**src/rtl/bytelane_pkg.sv**
```systemverilog
package bytelane_pkg;

   typedef enum logic [1:0] {
      ACC_BYTE = 2'b00,
      ACC_HALF = 2'b01,
      ACC_WORD = 2'b10,
      ACC_RSVD = 2'b11
   } acc_size_e;

   localparam int unsigned WORD_BITS = 32;
   localparam int unsigned LANE_BITS = 8;

endpackage

```
**src/rtl/bl_align_chk.sv**
```systemverilog
module bl_align_chk
   import bytelane_pkg::*;
#(
   parameter int unsigned LIDX_W = 2
) (
   input  logic [LIDX_W-1:0] off_i,
   input  acc_size_e         size_i,
   output logic              misalign_o
);

   initial begin
      if (LIDX_W != 2) $error("bl_align_chk: LIDX_W must be 2");
   end

   always_comb begin
      unique case (size_i)
         ACC_BYTE: misalign_o = 1'b0;
         ACC_HALF: misalign_o = off_i[0];
         ACC_WORD: misalign_o = |off_i;
         default:  misalign_o = 1'b1;
      endcase
   end

endmodule

```
**src/rtl/bl_lane_map.sv**
```systemverilog
module bl_lane_map
   import bytelane_pkg::*;
#(
   parameter int unsigned LANES      = 4,
   parameter int unsigned LIDX_W     = 2,
   parameter bit          BIG_ENDIAN = 1'b0
) (
   input  logic [LIDX_W-1:0] off_i,
   input  acc_size_e         size_i,
   output logic [LIDX_W-1:0] lane_o
);

   localparam logic [LIDX_W:0] LANE_CNT = (LIDX_W+1)'(LANES);

   logic [LIDX_W:0] nbytes;

   always_comb begin
      unique case (size_i)
         ACC_BYTE: nbytes = (LIDX_W+1)'(1);
         ACC_HALF: nbytes = (LIDX_W+1)'(2);
         default:  nbytes = LANE_CNT;
      endcase
   end

   generate
      if (BIG_ENDIAN) begin : g_big
         logic [LIDX_W:0] first_lane;
         assign first_lane = LANE_CNT - nbytes - {1'b0, off_i};
         assign lane_o     = first_lane[LIDX_W-1:0];
         logic unused_top;
         assign unused_top = first_lane[LIDX_W];
      end else begin : g_little
         logic unused_n;
         assign unused_n = ^nbytes;
         assign lane_o   = off_i;
      end
   endgenerate

endmodule

```
**src/rtl/bl_load_extract.sv**
```systemverilog
module bl_load_extract
   import bytelane_pkg::*;
#(
   parameter int unsigned WORD_W = 32,
   parameter int unsigned LIDX_W = 2
) (
   input  logic [WORD_W-1:0] raw_i,
   input  logic [LIDX_W-1:0] lane_i,
   input  acc_size_e         size_i,
   input  logic              sext_i,
   input  logic              kill_i,
   output logic [WORD_W-1:0] data_o
);

   localparam int unsigned SH_W = LIDX_W + 3;

   logic [SH_W-1:0]   shamt;
   logic [WORD_W-1:0] aligned;

   assign shamt   = {lane_i, 3'b000};
   assign aligned = raw_i >> shamt;

   always_comb begin
      data_o = '0;
      if (!kill_i) begin
         unique case (size_i)
            ACC_BYTE: data_o = {{(WORD_W-8){sext_i & aligned[7]}}, aligned[7:0]};
            ACC_HALF: data_o = {{(WORD_W-16){sext_i & aligned[15]}}, aligned[15:0]};
            default:  data_o = aligned;
         endcase
      end
   end

endmodule

```
**src/rtl/bl_store_pack.sv**
```systemverilog
module bl_store_pack
   import bytelane_pkg::*;
#(
   parameter int unsigned WORD_W = 32,
   parameter int unsigned LANES  = 4,
   parameter int unsigned LIDX_W = 2
) (
   input  logic [WORD_W-1:0] val_i,
   input  logic [LIDX_W-1:0] lane_i,
   input  acc_size_e         size_i,
   input  logic              store_i,
   input  logic              kill_i,
   output logic [LANES-1:0]  be_o,
   output logic [WORD_W-1:0] data_o
);

   localparam int unsigned SH_W = LIDX_W + 3;

   logic [LANES-1:0] span;
   logic [SH_W-1:0]  shamt;

   assign shamt = {lane_i, 3'b000};

   always_comb begin
      unique case (size_i)
         ACC_BYTE: span = LANES'(4'b0001);
         ACC_HALF: span = LANES'(4'b0011);
         default:  span = '1;
      endcase
   end

   assign be_o   = (store_i && !kill_i) ? (span << lane_i) : '0;
   assign data_o = val_i << shamt;

endmodule

```
**src/rtl/bytelane_unit.sv**
```systemverilog
module bytelane_unit
   import bytelane_pkg::*;
#(
   parameter int unsigned WORD_W     = WORD_BITS,
   parameter bit          BIG_ENDIAN = 1'b0,
   parameter bit          OUT_REG    = 1'b1
) (
   input  logic              clk,
   input  logic              rst_n,
   input  logic [1:0]        addr_off_i,
   input  logic [1:0]        size_i,
   input  logic              sext_i,
   input  logic              store_i,
   input  logic [WORD_W-1:0] ld_raw_i,
   input  logic [WORD_W-1:0] st_val_i,
   output logic [WORD_W-1:0] ld_data_o,
   output logic [WORD_W-1:0] st_data_o,
   output logic [3:0]        st_be_o,
   output logic              misalign_o
);

   localparam int unsigned LANES  = WORD_W / LANE_BITS;
   localparam int unsigned LIDX_W = $clog2(LANES);

   initial begin
      if (WORD_W != 32) $error("bytelane_unit: WORD_W must be 32");
      if (LANES * LANE_BITS != WORD_W) $error("bytelane_unit: WORD_W not a lane multiple");
   end

   acc_size_e         size_e;
   logic [LIDX_W-1:0] lane;
   logic              mis_c;
   logic [WORD_W-1:0] ld_c;
   logic [WORD_W-1:0] sd_c;
   logic [LANES-1:0]  be_c;

   assign size_e = acc_size_e'(size_i);

   bl_align_chk #(.LIDX_W(LIDX_W)) align_i (
      .off_i      (addr_off_i),
      .size_i     (size_e),
      .misalign_o (mis_c)
   );

   bl_lane_map #(.LANES(LANES), .LIDX_W(LIDX_W), .BIG_ENDIAN(BIG_ENDIAN)) map_i (
      .off_i  (addr_off_i),
      .size_i (size_e),
      .lane_o (lane)
   );

   bl_load_extract #(.WORD_W(WORD_W), .LIDX_W(LIDX_W)) ld_i (
      .raw_i  (ld_raw_i),
      .lane_i (lane),
      .size_i (size_e),
      .sext_i (sext_i),
      .kill_i (mis_c),
      .data_o (ld_c)
   );

   bl_store_pack #(.WORD_W(WORD_W), .LANES(LANES), .LIDX_W(LIDX_W)) st_i (
      .val_i   (st_val_i),
      .lane_i  (lane),
      .size_i  (size_e),
      .store_i (store_i),
      .kill_i  (mis_c),
      .be_o    (be_c),
      .data_o  (sd_c)
   );

   generate
      if (OUT_REG) begin : g_reg
         always_ff @(posedge clk or negedge rst_n) begin
            if (!rst_n) begin
               ld_data_o  <= '0;
               st_data_o  <= '0;
               st_be_o    <= '0;
               misalign_o <= 1'b0;
            end else begin
               ld_data_o  <= ld_c;
               st_data_o  <= sd_c;
               st_be_o    <= be_c;
               misalign_o <= mis_c;
            end
         end
      end else begin : g_comb
         assign ld_data_o  = ld_c;
         assign st_data_o  = sd_c;
         assign st_be_o    = be_c;
         assign misalign_o = mis_c;
      end
   endgenerate

   // Checks on the signals passed between the sub-blocks
   assert_word_align_R5: assert property (@(posedge clk) disable iff (!rst_n)
      (size_i == 2'b10 && addr_off_i != 2'b00) |-> mis_c);

   assert_half_align_R5: assert property (@(posedge clk) disable iff (!rst_n)
      (size_i == 2'b01 && addr_off_i[0]) |-> mis_c);

   assert_misalign_quiet_R6: assert property (@(posedge clk) disable iff (!rst_n)
      mis_c |-> (be_c == '0 && ld_c == '0));

   assert_byte_zero_fill_R4: assert property (@(posedge clk) disable iff (!rst_n)
      (size_i == 2'b00 && !sext_i) |-> (ld_c[WORD_W-1:8] == '0));

   assert_byte_sign_R3: assert property (@(posedge clk) disable iff (!rst_n)
      (size_i == 2'b00 && sext_i) |-> (ld_c[WORD_W-1:8] == {(WORD_W-8){ld_c[7]}}));

   assert_store_mask_R7: assert property (@(posedge clk) disable iff (!rst_n)
      (store_i && !mis_c) |->
         ($countones(be_c) == ((size_i == 2'b00) ? 1 : (size_i == 2'b01) ? 2 : 4)));

   assert_no_store_quiet_R7: assert property (@(posedge clk) disable iff (!rst_n)
      !store_i |-> (be_c == '0));

endmodule

```
**config.mk**
```make
export PLATFORM = sky130hd
export DESIGN_NAME = bytelane_unit
export DESIGN_NICKNAME = d
export VERILOG_FILES = /design/src/rtl/bytelane_pkg.sv /design/src/rtl/bl_align_chk.sv /design/src/rtl/bl_lane_map.sv /design/src/rtl/bl_load_extract.sv /design/src/rtl/bl_store_pack.sv /design/src/rtl/bytelane_unit.sv
export SDC_FILE = /design/constraint.sdc
export NUM_CORES = 1
export LEC_CHECK = 0
export BUFFER_PORTS_ARGS = -buffer_cell sky130_fd_sc_hd__buf_2
export CAP_MARGIN = 20
export CORE_MARGIN = 3
export CORE_UTILIZATION = 50
export DETAILED_ROUTE_END_ITERATION = 8
export PLACE_DENSITY = 0.85
export SLEW_MARGIN = 15
export SYNTH_ARGS = -nofsm -noshare
export SYNTH_HDL_FRONTEND = slang
export SYNTH_SLANG_ARGS = --single-unit
```
**constraint.sdc**
```tcl
create_clock -name clk -period 0.8 [get_ports clk]
set_input_delay 0.04 -clock clk [delete_from_list [all_inputs] [get_ports clk]]
set_output_delay 0.04 -clock clk [all_outputs]
set_load 0.1 [all_outputs]
```
==> impl_metrics.json, run 1 <==
{
  "syn_area_per_cell_um2": 11.3,
  "cts-root-buf": "clkbuf_8",
  "syn_area_um2": 3090,
  "portBuffers": 140,
  "die_x_um": 84.7,
  "lastStage": "4_1_cts",
  "async_flop_share": 1.00,
  "synthTopCellsByArea": "dfrtp_1 56%, mux2i_1 7.8%, mux4_2 5.8%",
  "boundaryPins": 141,
  "synth_commonest_cells": "69 x dfrtp_1, 42 x nand2_1, 27 x nor2_1",
  "status": "stopped before the end",
  "synthCells": 273,
  "synth-seq-area-share": 0.558,
  "gp_congestion": 0.861,
  "ys_seq_elements": 69,
  "synth_most_common_cell": "dfrtp_1",
  "start_util": 0.519,
  "hold_buffers": 14,
  "error": "[ERROR DPL-0038] Utilization greater than 100%, impossible to legalize",
  "die_h_um": 84.7,
  "yosysWarnings": 0,
  "synth_edf_count": 0,
  "clockBufferDepth": 2,
  "cts-htree-levels": 3,
  "synth.top_cell.area_share": 0.558,
  "cts_buffers": 9,
  "synth-main-ff-cell": "dfrtp_1",
  "synth.distinct_cells": 31,
  "synth_fp_nets": 345,
  "num_rows": 28,
  "cts_setup_buffers": 7,
  "cts_resized": 67,
  "place_hpwl_um": 8710,
  "yosys.area.top_type": "dfrtp_1",
  "cts.sinks": 69
}
==> through the flow <==
step	cells	setup WS, ns	hold slack, ns	util	area, µm²
after detailed placement	509	-0.550	0.0971	0.895	5330
after global placement	509	-0.417	0.0793	0.895	5330
after floorplan	273	-0.384	-0.256	-	3300
==> cell families after synthesis <==
kind of cell           synth area share
AO/OA/AOI/OAI                     0.102
XOR/XNOR                        0.00283
buffers and inverters            0.0396
flip-flops                        0.558
multiplexers                      0.141
AND/OR/NAND/NOR                   0.157
==> run 2, diff against run 1 <==
--- a/config.mk
+++ b/config.mk
@@ -8,9 +8,9 @@
 export BUFFER_PORTS_ARGS = -buffer_cell sky130_fd_sc_hd__buf_2
 export CAP_MARGIN = 20
 export CORE_MARGIN = 3
-export CORE_UTILIZATION = 50
+export CORE_UTILIZATION = 40
 export DETAILED_ROUTE_END_ITERATION = 8
-export PLACE_DENSITY = 0.85
+export PLACE_DENSITY_LB_ADDON = 0.15
 export SLEW_MARGIN = 15
 export SYNTH_ARGS = -nofsm -noshare
 export SYNTH_HDL_FRONTEND = slang
==> impl_metrics.json, run 2 <==
{
  "maxClockFrequency_mhz": 1010,
  "wire_per_inst_um": 19.3,
  "grt_overflow": 0,
  "dpl_cell_area_um2": 5300,
  "syn_area_per_cell_um2": 11.3,
  "placed_cells": 530,
  "p_leak_uw": 0.00276,
  "reg_top3": "ld_data_o (32), st_data_o (32), st_be_o (4)",
  "gp_congestion": 0.792,
  "die_h_um": 93.9,
  "violations": "setup timing",
  "synth.top_cell.area_share": 0.558,
  "cts_tree": "done",
  "vias": 3025,
  "die_area_um2": 8820,
  "drtIter0Drc": 164,
  "finalNetCount": 545,
  "synth_edf_count": 0,
  "slowest_stage": "dfrtp_2",
  "hold_viol": 0,
  "wl_um": 11100,
  "portBuffers": 140,
  "yosys.area.top_type": "dfrtp_1",
  "ant_nets": 0,
  "cts_buffers": 9,
  "num_rows": 31,
  "cts-root-buf": "clkbuf_8",
  "async_flop_share": 1.00,
  "fin_ws_ns": -0.193,
  "period_minus_slack_ns": 0.993,
  "irDropWorstVdd_mv": 0.922,
  "antenna_found_initial": 0,
  "synth.distinct_cells": 31,
  "worstPathCellList": "buf_12",
  "grt_pass1_wl_um": 16000,
  "start_kind": "register",
  "cts.sinks": 69,
  "n_antenna_cell": 0,
  "synth-seq-area-share": 0.558,
  "grt_pass1_vias": 3128,
  "synthCells": 273,
  "dp_slack_ns": -0.523,
  "synth_fp_nets": 345,
  "synth_commonest_cells": "69 x dfrtp_1, 42 x nand2_1, 27 x nor2_1",
  "first_pass_iters": 4,
  "crit_arrival_ns": 0.95,
  "boundaryPins": 141,
  "finalMaxSlewViolations": 0,
  "crit_required_ns": 0.76,
  "viasPerCell": 5.24,
  "yosysWarnings": 0,
  "die_x_um": 93.9,
  "setup_viol": 88,
  "max_stage_delay_ns": 0.44,
  "crit_type": "reg2out",
  "grt_max_degree": 70,
  "cp_top_family": "flip-flops",
  "cts-htree-levels": 3,
  "min_path_type": "in2reg",
  "layout_common_cells": "73 x buf_12, 68 x dfrtp_2, 65 x buf_2",
  "drc": 0,
  "ys_seq_elements": 69,
  "whs_ns": 0.00349,
  "cp_num_buf_inv": 1,
  "clockBufferDepth": 2,
  "clk_pin_slew_ns": 0.07,
  "status": "finished, violations left",
  "syn_area_um2": 3090,
  "synth_most_common_cell": "dfrtp_1",
  "fin_cells": 577,
  "fill_cells": 386,
  "fin_util": 0.832,
  "synth-main-ff-cell": "dfrtp_1",
  "start_util": 0.420,
  "stdcell_area_um2": 6130,
  "endpoint_kind": "output port",
  "worstMarginPinSlew_ns": 0.363,
  "layout_commonest_cell": "buf_12",
  "core-area_um2": 7370,
  "drv_cap": 0,
  "syn_to_final_growth_pct": 98.2,
  "gr-usage-all-layers": 0.238,
  "drive_gt1_frac": 0.697,
  "rsz0062_at_grt": "yes",
  "fin_crit_sh": 1.24,
  "synthTopCellsByArea": "dfrtp_1 56%, mux2i_1 7.8%, mux4_2 5.8%",
  "power.density_nw_per_um2": 1920,
  "place_hpwl_um": 6900,
  "relSlewSlack": 0.758,
  "worst-path-max-fanout": 1
}
run 2: cell counts after synthesis:
No cell type changed its count.
run 2: cell families (layout without fill, tap and decap cells):
family	after synthesis	count (layout)	synth area share
xor+xnor	1	1	0.00283
simple gates	104	104	0.157
mux	33	33	0.141
compound gates	45	46	0.102
buf+inv	21	225	0.0396
flops	69	69	0.558
run 2: final cells by class:
type | instances | area [µm²] | share of cell area
multi-input cells | 184 | 1520 | 0.249
flip-flops and latches | 69 | 1810 | 0.296
clock buffers | 12 | 145 | 0.0237
inverters | 1 | 3.75 | 0.000612
well taps | 99 | 124 | 0.0202
repair buffers | 208 | 2430 | 0.396
clock inverters | 4 | 95.1 | 0.0155
run 2: per-stage QoR:
step / power, µW / TNS (ns)
floorplan: 6310 / -11.99
global placement: 7960 / -19.11
detailed placement: 8010 / -21.49
CTS: 11600 / -13.06
global route: 12200 / -15.47
finish: 11800 / -13.16
run 2: worst paths after layout:
kind	from	to	cells past startpoint
max in group asynchronous	rst_n	ld_data_o[31]	3
min in group asynchronous	rst_n	st_data_o[25]	3
min	st_val_i[17]	st_data_o[25]	3
max	ld_data_o[14]	ld_data_o[14]	1
run 2: repair_timing:
action,CTS,global route
cloned,1,2
hold buffers,25,0
pin swaps,5,32
gates resized for setup,12,61
setup endpoints to repair,92,115
endpoints found under the hold margin,104,0
setup buffers,2,6
run 2: metal layers:
| layer | track usage | part of all wire |
|---|---|---|
| met1 | 0.291 | 0.38 |
| met3 | 0.0481 | 0.063 |
| met5 | 0 | 0 |
| met2 | 0.406 | 0.53 |
| met4 | 0.101 | 0.033 |
run 2: report_power, final:
part / internal (µW) / leakage [µW] / switching, µW
Combinational: 1680 / 0.00184 / 2670
Sequential: 3770 / 0.000802 / 207
Clock: 2160 / 0.000121 / 1310
Total: 7600 / 0.00276 / 4190
(Power assumes the default switching activity.)
